File: src/rtl/chop_pkg.sv
// Shared types for the chopper controller.
// The bridge phase is carried between the sequencer and the gate mapper.
package chop_pkg;
    typedef enum logic [1:0] {
        PH_IDLE  = 2'd0,   // all gates off (dead time or parked)
        PH_DRIVE = 2'd1,   // current builds in the coil
        PH_SLOW  = 2'd2,   // short brake through both low sides
        PH_FAST  = 2'd3    // reversed bridge, current returns to supply
    } phase_t;
endpackage

File: src/rtl/chop_tick_div.sv
// Tick divider: pulses tick once every ratio clock cycles.
// Assumes ratio is quasi-static; a code of 0 is treated as 1.
// While run is low the count is held at zero.
module chop_tick_div #(
    parameter int DIV_W = 5
) (
    input  logic             clk,
    input  logic             rst_n,
    input  logic             run,
    input  logic [DIV_W-1:0] ratio,
    output logic             tick
);
    logic [DIV_W-1:0] cnt_q;
    logic [DIV_W-1:0] eff;

    assign eff  = (ratio == '0) ? DIV_W'(1) : ratio;
    assign tick = run && (cnt_q >= eff - DIV_W'(1));

    // Cycle counter, wrapping on each tick.
    always_ff @(posedge clk) begin
        if (!rst_n || !run)
            cnt_q <= '0;
        else if (tick)
            cnt_q <= '0;
        else
            cnt_q <= cnt_q + DIV_W'(1);
    end

    AST_TICK_GAP: assert property (@(posedge clk) disable iff (!rst_n)
        (tick && eff != DIV_W'(1)) |=> (!tick || ratio != $past(ratio)));
endmodule

File: src/rtl/chop_fsm.sv
// Chopping sequencer: drive until the limit input, then slow decay for a
// fixed number of ticks. A reference step-down can insert a fast-decay
// burst first. Step-down has priority over step-up, and both have
// priority over the comparator. Assumes the fast code fits the counter.
module chop_fsm
    import chop_pkg::*;
#(
    parameter int OFF_W  = 2,
    parameter int FAST_W = 2
) (
    input  logic              clk,
    input  logic              rst_n,
    input  logic              run,
    input  logic              tick,
    input  logic              limit,
    input  logic              step_down,
    input  logic              step_up,
    input  logic [OFF_W-1:0]  off_code,
    input  logic [FAST_W-1:0] fast_code,
    output phase_t            phase
);
    localparam int OFF_MAX = 2 * (1 << OFF_W);
    localparam int CNT_W   = $clog2(OFF_MAX + 1);

    phase_t           st_q;
    logic [CNT_W-1:0] cnt_q;
    logic [CNT_W-1:0] off_lim;
    logic [CNT_W-1:0] fast_lim;

    assign off_lim  = CNT_W'((int'(off_code) + 1) * 2);
    assign fast_lim = CNT_W'(fast_code);
    assign phase    = st_q;

    // Phase register and tick counter for the off and fast intervals.
    always_ff @(posedge clk) begin
        if (!rst_n || !run) begin
            st_q  <= PH_DRIVE;
            cnt_q <= '0;
        end else if (step_down) begin
            st_q  <= (fast_code != '0) ? PH_FAST : PH_SLOW;
            cnt_q <= '0;
        end else if (step_up) begin
            st_q  <= PH_DRIVE;
            cnt_q <= '0;
        end else begin
            case (st_q)
                PH_DRIVE: if (limit) begin
                    st_q  <= PH_SLOW;
                    cnt_q <= '0;
                end
                PH_SLOW: if (tick) begin
                    if (cnt_q == off_lim) begin
                        st_q  <= PH_DRIVE;
                        cnt_q <= '0;
                    end else begin
                        cnt_q <= cnt_q + CNT_W'(1);
                    end
                end
                PH_FAST: if (tick) begin
                    if (cnt_q + CNT_W'(1) == fast_lim) begin
                        st_q  <= PH_SLOW;
                        cnt_q <= '0;
                    end else begin
                        cnt_q <= cnt_q + CNT_W'(1);
                    end
                end
                default: begin
                    st_q  <= PH_DRIVE;
                    cnt_q <= '0;
                end
            endcase
        end
    end

    AST_LIMIT_ENDS_DRIVE: assert property (@(posedge clk) disable iff (!rst_n)
        (run && st_q == PH_DRIVE && limit && !step_down && !step_up) |=> st_q == PH_SLOW);
    AST_SLOW_NEEDS_TICK: assert property (@(posedge clk) disable iff (!rst_n)
        (run && st_q == PH_SLOW && !tick && !step_down && !step_up) |=> st_q == PH_SLOW);
    AST_FAST_NOT_TO_DRIVE: assert property (@(posedge clk) disable iff (!rst_n)
        (run && st_q == PH_FAST && !step_up) |=> st_q != PH_DRIVE);
endmodule

File: src/rtl/chop_gate_map.sv
// Gate mapper: follows the requested phase one cycle late. It inserts
// DEAD cycles of all-off between two phases, then decodes the applied
// phase onto the four gate enables. Assumes DEAD >= 1.
module chop_gate_map
    import chop_pkg::*;
#(
    parameter int DEAD = 1
) (
    input  logic   clk,
    input  logic   rst_n,
    input  logic   run,
    input  phase_t req,
    output logic   hs_a,
    output logic   ls_a,
    output logic   hs_b,
    output logic   ls_b
);
    localparam int DW = (DEAD > 1) ? $clog2(DEAD) : 1;

    phase_t        applied_q;
    logic [DW-1:0] dcnt_q;

    // Applied phase with the dead-time countdown in front of each change.
    always_ff @(posedge clk) begin
        if (!rst_n || !run) begin
            applied_q <= PH_IDLE;
            dcnt_q    <= '0;
        end else if (dcnt_q != '0) begin
            dcnt_q <= dcnt_q - DW'(1);
        end else if (applied_q != req) begin
            if (applied_q == PH_IDLE) begin
                applied_q <= req;
            end else begin
                applied_q <= PH_IDLE;
                dcnt_q    <= DW'(DEAD - 1);
            end
        end
    end

    // Decode of the applied phase onto the gate enables.
    always_comb begin
        {hs_a, ls_a, hs_b, ls_b} = 4'b0000;
        case (applied_q)
            PH_DRIVE: begin hs_a = 1'b1; ls_b = 1'b1; end
            PH_SLOW:  begin ls_a = 1'b1; ls_b = 1'b1; end
            PH_FAST:  begin hs_b = 1'b1; ls_a = 1'b1; end
            default:  {hs_a, ls_a, hs_b, ls_b} = 4'b0000;
        endcase
    end

    AST_DEAD_BETWEEN: assert property (@(posedge clk) disable iff (!rst_n)
        (applied_q != PH_IDLE && $past(applied_q) != PH_IDLE) |-> applied_q == $past(applied_q));
    AST_PARK_OFF: assert property (@(posedge clk) disable iff (!rst_n)
        !run |=> {hs_a, ls_a, hs_b, ls_b} == 4'b0000);
endmodule

File: src/rtl/chopper_ctrl.sv
// Top of the fixed-off-time chopper controller for one H-bridge channel.
// Assumes limit_hit, ref_down and ref_up are synchronous to clk.
module chopper_ctrl
    import chop_pkg::*;
#(
    parameter int DIV_W    = 5,
    parameter int OFF_W    = 2,
    parameter int FAST_W   = 2,
    parameter int DEAD_CYC = 1
) (
    input  logic              clk,
    input  logic              rst_n,
    input  logic              enable,
    input  logic [DIV_W-1:0]  div_ratio,
    input  logic [OFF_W-1:0]  off_code,
    input  logic [FAST_W-1:0] fast_code,
    input  logic              limit_hit,
    input  logic              ref_down,
    input  logic              ref_up,
    output logic              hs_a,
    output logic              ls_a,
    output logic              hs_b,
    output logic              ls_b
);
    logic   tick;
    phase_t phase;

    chop_tick_div #(.DIV_W(DIV_W)) u_div (
        .clk(clk), .rst_n(rst_n), .run(enable), .ratio(div_ratio), .tick(tick)
    );

    chop_fsm #(.OFF_W(OFF_W), .FAST_W(FAST_W)) u_fsm (
        .clk(clk), .rst_n(rst_n), .run(enable), .tick(tick),
        .limit(limit_hit), .step_down(ref_down), .step_up(ref_up),
        .off_code(off_code), .fast_code(fast_code), .phase(phase)
    );

    chop_gate_map #(.DEAD(DEAD_CYC)) u_map (
        .clk(clk), .rst_n(rst_n), .run(enable), .req(phase),
        .hs_a(hs_a), .ls_a(ls_a), .hs_b(hs_b), .ls_b(ls_b)
    );
endmodule

File: config.mk
export PLATFORM = sky130hd
export DESIGN_NAME = chopper_ctrl
export DESIGN_NICKNAME = d
export VERILOG_FILES = /design/src/rtl/chop_pkg.sv /design/src/rtl/chop_tick_div.sv /design/src/rtl/chop_fsm.sv /design/src/rtl/chop_gate_map.sv /design/src/rtl/chopper_ctrl.sv
export SDC_FILE = /design/constraint.sdc
export NUM_CORES = 1
export LEC_CHECK = 0
export ABC_AREA = 1
export BUFFER_PORTS_ARGS = -buffer_cell sky130_fd_sc_hd__buf_2
export CAP_MARGIN = 30
export CORE_MARGIN = 2
export CORE_UTILIZATION = 38
export DETAILED_ROUTE_END_ITERATION = 16
export GPL_ROUTABILITY_DRIVEN = 0
export GPL_TIMING_DRIVEN = 0
export PLACE_DENSITY = 0.64
export SLEW_MARGIN = 40
export SYNTH_ARGS = -nofsm -noshare
export SYNTH_HDL_FRONTEND = slang
export SYNTH_SLANG_ARGS = --single-unit
File: constraint.sdc
create_clock -name clk -period 2 [get_ports clk]
set_input_delay 0.2 -clock clk [delete_from_list [all_inputs] [get_ports clk]]
set_output_delay 0.2 -clock clk [all_outputs]
set_load 0.02 [all_outputs]
==> summary.md, run 1 <==
| Metric | Value |
|---|---|
| Status | `finished clean` |
| Hold bufs inserted after CTS | `0` |
| Total clock sinks | `14` |
| Vias | `between 1k and 1.5k` |
| Filler cells | `280` |
| Initial cell density of the core | `0.403` |
| CTS buffer count | `3` |
| # DRC | `0` |
| Grt total ovfl | `0` |
| Number of setup violations in the final report | `0` |
| Total design power | `between 600 and 700 uW` |
| GRT Total Usage | `0.174` |
| Synthesized netlist cell count | `173` |
| DP Wirelength | `roughly 1900 microns` |
| Leakage power total | `approximately 0.76 nW` |
| Drt via density | `between 4 and 5` |
| DRT Wirelength | `about 2700 microns` |
| Largest net degree at the start of global routing | `9` |
| Wire per inst | `approximately 11 microns` |
| Placed cell area | `between 0.001 and 0.0015 sq mm` |
| Routed Antenna Nets | `0` |
| Die width | `~58 microns` |
| Final net count | `240` |
| CP Max Fanout | `8` |
| Final Max Tran Viols | `0` |
| Fin crit share | `0.987` |
| Crit-path most repeated cell | `nand2_2` |
| Number of antenna violations at the first check in global routing | `0` |
| Fin crit period | `1.97 ns` |
| Clock root buffer | `clkbuf_4` |
| Port bufs | `18` |
| Peak supply drop | `0.000323 V` |
| Clock Tree Buf Depth | `2` |
| Die height | `between 50 and 60 microns` |
| N_diodes | `0` |
| Final instance area | `roughly 0.0015 sq mm` |
| Final Hold Viols | `0` |
| Clock edge transition at the registers on the reported setup and hold paths | `~0.090 ns` |
| IO Pins | `19` |
| Mapped cell area | `0.00111 sq mm` |
| Rows | `19` |
| Crit-path cells | `buf_8, nor2_4, nand2_2, o21ai_4, inv_2, ha_4, nand2_2, xor2_1, ha_1, nand2_1, inv_1, a21oi_2, nand2_2, nand2_2, nand2_4, nand2_4, nand2_2, o21ai_2, nand3_1` |
| Power density of the placed cells | `about 440 mW/mm^2` |
| CP bufs+invs | `3` |
| Peak Freq | `roughly 510 MHz` |
| Worst endpoint required time | `roughly 2.2 ns` |
| Pre-antenna DRT Iters | `4` |
| Post-place setup slack | `-0.457 ns` |
| Setup CP Type | `in -> reg` |
| Hold WC Path Type | `in -> reg` |
| Ys Warns | `0` |
| Worst Path Arrival | `2.14 ns` |
| Most common cell after layout, fill and taps aside | `nand2_1` |
| H-Tree Depth | `1` |
| Delay-heaviest family, CP | `simple AND/OR/NAND/NOR gates` |
| Syn nets | `between 200 and 250` |
| Detailed Route Iter0 Violations | `33` |
| Crit path capture type | `flop` |
| Synthesized flop and latch total | `14` |
| Die Area | `0.00338 sq mm` |
| Global-route wire length before repair | `roughly 4500 microns` |
| Vias in the first global route | `about 1.1k` |
| Area delta synth->final | `33.1%` |
| Most frequent cells in the layout | `38 x nand2_1, 29 x inv_1, 16 x buf_2, 16 x buf_4` |
| Synth unique cells | `25` |
| Unrepaired setup endpoints after global routing | `yes` |
| Slowest stage delay, CP | `approximately 0.26 ns` |
| Avg Inst Size Synth | `6.43 sq um` |
| Layout Skew | `0.0110 ns` |
| Max-Cap Viols | `0` |
| Layout cells sized above 1 | `0.305` |
| Clock Latency Late Sink | `between 0.2 and 0.3 ns` |
| Crit start category | `input pin` |
| Worst Slack Setup Final | `between 0.02 and 0.03 ns` |
| CTS tree | `yes` |
| Core Box Area | `about 0.0028 sq mm` |
| Slowest stage cell, crit path | `ha_1` |
| Post-synthesis sequential area ratio | `0.252` |
-- final timing paths --
check             cells past startpoint              to            from  slack, ns
setup reg to reg                     10  u_fsm.phase[0]  u_fsm.cnt_q[0]       0.32
setup / recovery                     19  u_fsm.phase[0]    div_ratio[1]       0.03
hold reg to reg                       1  u_div.cnt_q[0]  u_div.cnt_q[0]       0.47
hold / removal                        4  u_fsm.cnt_q[0]       limit_hit       0.27
-- flip-flops by register name (all words and copies together) (netlist names) --
register and count:
u_fsm.phase 2, u_fsm.cnt_q 4, u_div.cnt_q 5, u_map.applied_q 2, u_map.dcnt_q 1
-- through the flow --
stage | hold WS (ns) | util | setup TNS, ns | cells
4_1_cts | 0.250 | 0.504 | -0.0109 | 235
3_3_place_gp | 0.444 | 0.455 | -2.56 | 222
5_1_grt | 0.290 | 0.537 | -0.732 | 241
3_5_place_dp | 0.466 | 0.455 | -3.59 | 222
6_report | 0.265 | 0.537 | 0 | 241
2_1_floorplan | 0.383 | - | -0.0189 | 173
-- per-layer routing --
metal	routed length (microns)	global-route usage	vias up
li1	-	-	627
met1	1140	0.200	528
met2	1440	0.323	20
met3	65	0.0201	5
met4	43	0.0698	0
met5	0	0	-
-- tightest hold or removal path, cell delays in order --
cell and delay, ns:
buf_2 0.09, o21ai_2 0.07, nand3_1 0.10, a21oi_2 0.05
-- timing repair --
item	CTS	global route
setup endpoints to repair	7	11
pin swaps	12	12
setup buffers	10	6
gates resized for setup	12	11
gates cloned	0	0
-- cell usage after synthesis (all sizes together) --
library cell   n  area [sq um]
a21oi         10          50.1
xor2           4          35.0
nand2         46           183
a211oi         2          15.0
nand4          2          12.5
or2            1          6.26
o21ai          6          33.8
nor3           3          15.0
a31oi          1          6.26
xnor2          1          8.76
ha            13           163
nand3         16          90.1
o22ai          1          6.26
o211ai         1          7.51
conb           1          3.75
inv           33           124
dfxtp         14           280
nor2          18          72.6
-- kinds of logic (layout without fill, tap and decap cells) --
| logic type | count (synthesis) | count (layout) | share of synthesized area |
|---|---|---|---|
| AOI/OAI and AO/OA | 21 | 21 | 0.107 |
| xor gates and xnor gates | 5 | 5 | 0.0394 |
| adders and majority gates | 13 | 13 | 0.146 |
| buffers and inverters | 33 | 70 | 0.111 |
| DFF | 14 | 14 | 0.252 |
| other | 1 | 1 | 0.00337 |
| and+or+nand+nor | 86 | 86 | 0.341 |
-- area by class of cell --
| cell class | instances | area, sq um | area share |
|---|---|---|---|
| Clock buffer | 3 | 22.5 | 0.0152 |
| Inverter | 33 | 124 | 0.0837 |
| Multi-Input combinational cell | 126 | 785 | 0.530 |
| Sequential cell | 14 | 280 | 0.189 |
| Tap cell | 31 | 38.8 | 0.0262 |
| Timing Repair Buffer | 34 | 230 | 0.156 |
-- power breakdown --
group	switching [mW]	internal, mW
Sequential	0.0106	0.287
Clock	0.0911	0.0700
Combinational	0.105	0.0886
Power figures use the tool's default switching activity.
==> inputs of run 2 (changes only) <==
--- a/config.mk
+++ b/config.mk
@@ -12,7 +12,6 @@
 export CORE_UTILIZATION = 38
 export DETAILED_ROUTE_END_ITERATION = 16
 export GPL_ROUTABILITY_DRIVEN = 0
-export GPL_TIMING_DRIVEN = 0
 export PLACE_DENSITY = 0.64
 export SLEW_MARGIN = 40
 export SYNTH_ARGS = -nofsm -noshare
==> run 2 against run 1 <==
  * Count of clock-buffer cells in the layout did not move
  * Sequential share of layout area rose by 1.5 points
  * Die area did not move
  * Cell area fell by 7.5%
  * Core utilization fell by 4.0 points
  * Sequential cell count did not move
  * Clock power barely moved
  * Critical path type unchanged
  * Largest cell class unchanged
  * Highest routed layer unchanged
==> summary.md, run 2 (synthesis results as in run 1) <==
| Metric | Value |
|---|---|
| Status | `finished clean (unchanged)` |
| Die width | `58.1 microns (unchanged)` |
| DP Wirelength | `1890 microns (was 1920 microns)` |
| Routed Antenna Nets | `0 (unchanged)` |
| Largest regs | `u_div.cnt_q x5, u_fsm.cnt_q x4 (unchanged)` |
| GRT Total Usage | `0.158 (was 0.174)` |
| Slowest stage delay, CP | `0.26 ns (about the same)` |
| Die Area | `0.00338 sq mm (unchanged)` |
| Die height | `58.1 microns (unchanged)` |
| Logic pwr share | `0.267 (was 0.297)` |
| IO Pins | `19 (unchanged)` |
| Vias | `1122 (was 1180)` |
| Delay-heaviest family, CP | `simple AND/OR/NAND/NOR gates (unchanged)` |
| WHS | `0.257 ns (was 0.265 ns)` |
| CTS buffer count | `3 (unchanged)` |
| Number of antenna violations at the first check in global routing | `0 (unchanged)` |
| CP bufs+invs | `3 (unchanged)` |
| Crit path capture type | `flop (unchanged)` |
| Final net count | `231 (was 240)` |
| Worst Path Arrival | `2.15 ns (was 2.14 ns)` |
| Global-route wire length before repair | `4150 microns (was 4530 microns)` |
| Largest register FFs | `5 (unchanged)` |
| DRT Wirelength | `2300 microns (was 2690 microns)` |
| Most common cell after layout, fill and taps aside | `nand2_1 (unchanged)` |
| Wire per inst | `9.91 microns (was 11.2 microns)` |
| Number of setup violations in the final report | `0 (unchanged)` |
| Filler cells | `281 (was 280)` |
| Clock edge transition at the registers on the reported setup and hold paths | `0.09 ns (about the same)` |
| P_sw | `195 uW (was 207 uW)` |
| Clk pwr share | `0.257 (was 0.247)` |
| Clock Tree Buf Depth | `2 (unchanged)` |
| Total clock sinks | `14 (unchanged)` |
| Final Max Tran Viols | `0 (unchanged)` |
| Drt via density | `4.84 (was 4.90)` |
| CP Max Fanout | `8 (unchanged)` |
| Fin crit share | `0.985 (was 0.987)` |
| Peak supply drop | `0.000378 V (was 0.000323 V)` |
| Hold WC Path Type | `in -> reg (unchanged)` |
| Slowest stage cell, crit path | `ha_1 (unchanged)` |
| Layout cells sized above 1 | `0.229 (was 0.305)` |
| Sw frac | `0.312 (was 0.317)` |
| Fin crit period | `1.97 ns (about the same)` |
| Layout Utilization | `0.496 (was 0.537)` |
| Leakage power total | `0.716 nW (was 0.765 nW)` |
| Final Hold Viols | `0 (unchanged)` |
| Worst endpoint required time | `2.18 ns (was 2.17 ns)` |
| Power density of the placed cells | `457 mW/mm^2 (was 441 mW/mm^2)` |
| Detailed Route Iter0 Violations | `40 (was 33)` |
| Rows | `19 (unchanged)` |
| Setup CP Type | `in -> reg (unchanged)` |
| Area delta synth->final | `23.1% (was 33.1%)` |
| Vias in the first global route | `1014 (was 1127)` |
| Reg2Reg Setup Slack | `0.40 ns (was 0.32 ns)` |
| Largest net degree at the start of global routing | `9 (unchanged)` |
| N_diodes | `0 (unchanged)` |
| Core Box Area | `0.00276 sq mm (unchanged)` |
| Sequential share of power | `0.476 (was 0.456)` |
| Unrepaired setup endpoints after global routing | `yes (unchanged)` |
| Clock Latency Late Sink | `0.29 ns (about the same)` |
| # DRC | `0 (unchanged)` |
| Power Internal | `430 uW (was 446 uW)` |
| Layout Skew | `0.0158 ns (was 0.0110 ns)` |
| Pre-antenna DRT Iters | `4 (unchanged)` |
| Port bufs | `18 (unchanged)` |
| Crit start category | `input pin (unchanged)` |
| Grt total ovfl | `0 (unchanged)` |
| Initial cell density of the core | `0.403 (unchanged)` |
| Most frequent cells in the layout | `41 x nand2_1, 29 x inv_1, 16 x buf_2 (was 38 x nand2_1, 29 x inv_1, 16 x buf_2, 16 x buf_4)` |
| Clock root buffer | `clkbuf_4 (unchanged)` |
| CTS tree | `yes (unchanged)` |
| Peak Freq | `508 MHz (was 507 MHz)` |
| Crit-path cells | `buf_8, nor2_4, nand2_2, o21ai_2, inv_2, ha_4, nand2_2, xor2_1, ha_1, nand2_1, inv_1, a21oi_1, nand2_1, nand2_2, nand2_4, nand2_4, nand2_1, o21ai_1, nand3_1 (was buf_8, nor2_4, nand2_2, o21ai_4, inv_2, ha_4, nand2_2, xor2_1, ha_1, nand2_1, inv_1, a21oi_2, nand2_2, nand2_2, nand2_4, nand2_4, nand2_2, o21ai_2, nand3_1)` |
| Max-Cap Viols | `0 (unchanged)` |
| Most flop-heavy register | `u_div.cnt_q (unchanged)` |
| H-Tree Depth | `1 (unchanged)` |
## run 2: cell types whose count changed in the layout (fill, tap and decap cells not counted), moves of 2 or more
cell	change
nand2_2	-3
a21oi_2	-2
nand2_1	+3
a21oi_1	+2
buf_4	-9
## run 2: worst min-delay path, delay by kind of cell
family / cells / cell delay [ns]
simple gates: 2 / 0.23
buf+inv: 1 / 0.08
## run 2: what timing repair did
item,in CTS,in global routing
setup buffers,0,2
resized for setup,1,11
hold buffers,0,0
endpoints found under the setup margin,1,10
pin swaps,1,12
gates cloned,0,0
## run 2: per-layer routing
metal	track usage	share of wire	up-vias
li1	-	-	608
met1	0.191	0.44	478
met2	0.256	0.48	31
met3	0.0446	0.054	5
met4	0.0764	0.024	0
met5	0	0	-
## run 2: per-stage QoR
stage	std cells	power, mW	TNS [ns]	area [sq um]	worst slack, ns
6_report	232	0.625	0	1370	0.0308
5_1_grt	232	0.674	-0.547	1370	-0.132
4_1_cts	230	0.619	0	1320	0.00656
3_5_place_dp	227	0.458	-2.16	1290	-0.331
3_3_place_gp	227	0.453	-1.50	1290	-0.260
2_1_floorplan	173	0.405	-0.0189	1120	-0.0189
## run 2: path summary, 6_finish.rpt
check / from / cells after the start / end
max: div_ratio[2] / 19 / u_fsm.phase[0]
min: rst_n / 3 / u_fsm.phase[1]
max reg2reg: u_fsm.cnt_q[0] / 11 / u_fsm.phase[1]
min reg2reg: u_div.cnt_q[0] / 1 / u_div.cnt_q[0]
## run 2: power groups by stage
stage | combinational (mW) | clock (mW) | sequential, mW
after CTS | 0.155 | 0.167 | 0.298
after global placement | 0.149 | 0 | 0.304
after floorplan | 0.104 | 0 | 0.302
after global routing | 0.192 | 0.183 | 0.300
after detailed placement | 0.153 | 0 | 0.305
final | 0.167 | 0.161 | 0.298
## run 2: layout make-up
cell class / instances / area (sq um) / area share
multi-input cells: 126 / 744 / 0.544
repair buffers: 25 / 159 / 0.116
flip-flops and latches: 14 / 280 / 0.205
well taps: 31 / 38.8 / 0.0283
inverters: 33 / 124 / 0.0905
clock buffers: 3 / 22.5 / 0.0165
==> inputs of run 3 (changes only) <==
--- a/config.mk
+++ b/config.mk
@@ -13,6 +13,7 @@
 export DETAILED_ROUTE_END_ITERATION = 16
 export GPL_ROUTABILITY_DRIVEN = 0
 export PLACE_DENSITY = 0.64
+export SETUP_SLACK_MARGIN = 0.5
 export SLEW_MARGIN = 40
 export SYNTH_ARGS = -nofsm -noshare
 export SYNTH_HDL_FRONTEND = slang
==> run 3 against run 2 <==
  * Hold slack worse by 0.0013 ns
  * Count of clock-buffer cells in the layout is 1 higher
  * Clock power is 25% higher
  * Worst setup slack better by 0.026 ns
  * Largest power group unchanged
  * Register-to-register slack worse by 0.05 ns
  * Via count is 3.9% higher
  * Routed wire length is 8.5% higher
  * Fmax is 1.4% higher
==> summary.md, run 3 (synthesis results as in run 1) <==
| Metric | Value |
|---|---|
| Most frequent cells in the layout | `39 x nand2_1, 28 x inv_1, 15 x nor2_1, 15 x buf_2, 14 x nand3_1 (was 41 x nand2_1, 29 x inv_1, 16 x buf_2)` |
| Number of antenna violations at the first check in global routing | `0 (unchanged)` |
| Worst endpoint required time | `2.18 ns (about the same)` |
| N_diodes | `0 (unchanged)` |
| Area delta synth->final | `31.7% (was 23.1%)` |
| Peak Freq | `515 MHz (was 508 MHz)` |
| Die Area | `0.00338 sq mm (unchanged)` |
| Wire per inst | `10.4 microns (was 9.91 microns)` |
| Detailed Route Iter0 Violations | `23 (was 40)` |
| Layout Skew | `0.0102 ns (was 0.0158 ns)` |
| Crit start category | `input pin (unchanged)` |
| Most common cell after layout, fill and taps aside | `nand2_1 (unchanged)` |
| Unrepaired setup endpoints after global routing | `yes (unchanged)` |
| Clock edge transition at the registers on the reported setup and hold paths | `0.09 ns (about the same)` |
| Status | `finished clean (unchanged)` |
| Most flop-heavy register | `u_div.cnt_q (unchanged)` |
| DP Wirelength | `1970 microns (was 1890 microns)` |
| Fin crit share | `0.971 (was 0.985)` |
| Power density of the placed cells | `465 mW/mm^2 (was 457 mW/mm^2)` |
| DRT Wirelength | `2490 microns (was 2300 microns)` |
| Fin crit period | `1.94 ns (was 1.97 ns)` |
| Core Box Area | `0.00276 sq mm (unchanged)` |
| Grt total ovfl | `0 (unchanged)` |
| Final Hold Viols | `0 (unchanged)` |
| WHS | `0.256 ns (was 0.257 ns)` |
| # DRC | `0 (unchanged)` |
| Register area | `282 sq um (was 280 sq um)` |
| Final Max Tran Viols | `0 (unchanged)` |
| Vias in the first global route | `1110 (was 1014)` |
| Global-route wire length before repair | `4600 microns (was 4150 microns)` |
| Layout Utilization | `0.531 (was 0.496)` |
| Total design power | `681 uW (was 625 uW)` |
| Area of the multi-input gates | `774 sq um (was 744 sq um)` |
| Die height | `58.1 microns (unchanged)` |
| Port bufs | `18 (unchanged)` |
| Largest regs | `u_div.cnt_q x5, u_fsm.cnt_q x4 (unchanged)` |
| GRT Total Usage | `0.173 (was 0.158)` |
| Final Instance Count excl. Fillers | `239 (was 232)` |
| Final net count | `237 (was 231)` |
| Layout cells sized above 1 | `0.293 (was 0.229)` |
| CTS buffer count | `3 (unchanged)` |
| Setup CP Type | `in -> reg (unchanged)` |
| Cells after DPL | `230 (was 227)` |
| Leakage power total | `0.752 nW (was 0.716 nW)` |
| CP Max Fanout | `8 (unchanged)` |
| Max-Cap Viols | `0 (unchanged)` |
| CTS tree | `yes (unchanged)` |
| IO Pins | `19 (unchanged)` |
| Sequential share of power | `0.439 (was 0.476)` |
| Largest net degree at the start of global routing | `9 (unchanged)` |
| Initial cell density of the core | `0.403 (unchanged)` |
| Clock Tree Buf Depth | `2 (unchanged)` |
| Rows | `19 (unchanged)` |
| Peak supply drop | `0.000269 V (was 0.000378 V)` |
| Routed Antenna Nets | `0 (unchanged)` |
| P_sw | `200 uW (was 195 uW)` |
| Setup TNS Final | `0 ns (unchanged)` |
| Largest register FFs | `5 (unchanged)` |
| Clk pwr share | `0.295 (was 0.257)` |
| Worst Path Arrival | `2.12 ns (was 2.15 ns)` |
| Filler cells | `282 (was 281)` |
| Clock root buffer | `clkbuf_4 (unchanged)` |
| Sw frac | `0.294 (was 0.312)` |
| H-Tree Depth | `1 (unchanged)` |
| Hold WC Path Type | `in -> reg (unchanged)` |
| Pre-antenna DRT Iters | `4 (unchanged)` |
| Crit path capture type | `flop (unchanged)` |
| Vias | `1166 (was 1122)` |
| Total clock sinks | `14 (unchanged)` |
| Die width | `58.1 microns (unchanged)` |
| Clock Latency Late Sink | `0.28 ns (was 0.29 ns)` |
| Drt via density | `4.88 (was 4.84)` |
| Power Internal | `480 uW (was 430 uW)` |
| Logic pwr share | `0.267 (about the same)` |
| Number of setup violations in the final report | `0 (unchanged)` |
run 3: cell count changes in the layout (fill, tap and decap cells not counted), moves of 2 or more:
cell	delta
nand2_1	-2
nand2_2	+2
buf_4	+6
a21oi_2	+2
a21oi_1	-2
run 3: power groups by stage:
stage                     combinational [mW]  sequential (mW)  clock (mW)
after floorplan                        0.104            0.302           0
after global placement                 0.153            0.305           0
after detailed placement               0.157            0.305           0
after CTS                              0.176            0.299       0.208
after global routing                   0.209            0.300       0.218
final                                  0.181            0.299       0.201
run 3: area by class of cell:
type,count,share of cell area
Tap cell,31,0.0265
Inverter,33,0.0845
Multi-Input combinational cell,126,0.529
Timing Repair Buffer,31,0.143
Clock buffer,4,0.0248
Sequential cell,14,0.192
run 3: per-stage QoR:
step | worst slack [ns] | instance area, sq um
floorplan | -0.0186 | 1130
global placement | -0.253 | 1320
detailed placement | -0.342 | 1320
CTS | 0.0756 | 1430
global route | -0.116 | 1470
finish | 0.0572 | 1470
run 3: final timing paths:
path / startpoint / end / slack [ns] / cells past startpoint
setup / recovery: div_ratio[2] / u_fsm.phase[1] / 0.06 / 19
hold / removal: rst_n / u_fsm.phase[1] / 0.26 / 3
setup reg to reg: u_fsm.cnt_q[0] / u_fsm.phase[1] / 0.35 / 11
hold reg to reg: u_div.cnt_q[0] / u_div.cnt_q[0] / 0.48 / 1
run 3: metal layers:
metal | GRT usage | wire, microns | vias to the layer above
li1 | - | - | 621
met1 | 0.219 | 1110 | 518
met2 | 0.300 | 1270 | 25
met3 | 0.0134 | 87 | 2
met4 | 0.0698 | 27 | 0
met5 | 0 | 0 | -
run 3: timing repair:
action / CTS / global route
endpoints found under the hold margin: 0 / 0
resized for setup: 15 / 7
setup endpoints to repair: 12 / 12
buffers inserted: 4 / 1
pin swaps: 12 / 8
hold buffers: 0 / 0
run 3: critical path: stages:
cell and delay, ns:
buf_8 0.10, nor2_4 0.09, nand2_2 0.07, o21ai_4 0.16
inv_2 0.07, ha_4 0.16, nand2_2 0.06, xor2_1 0.15
ha_1 0.26, nand2_1 0.08, inv_1 0.05, a21oi_2 0.12
nand2_2 0.07, nand2_2 0.09, nand2_4 0.08, nand3_1 0.09
nand2_1 0.05, nor2_1 0.11, nor2_1 0.05
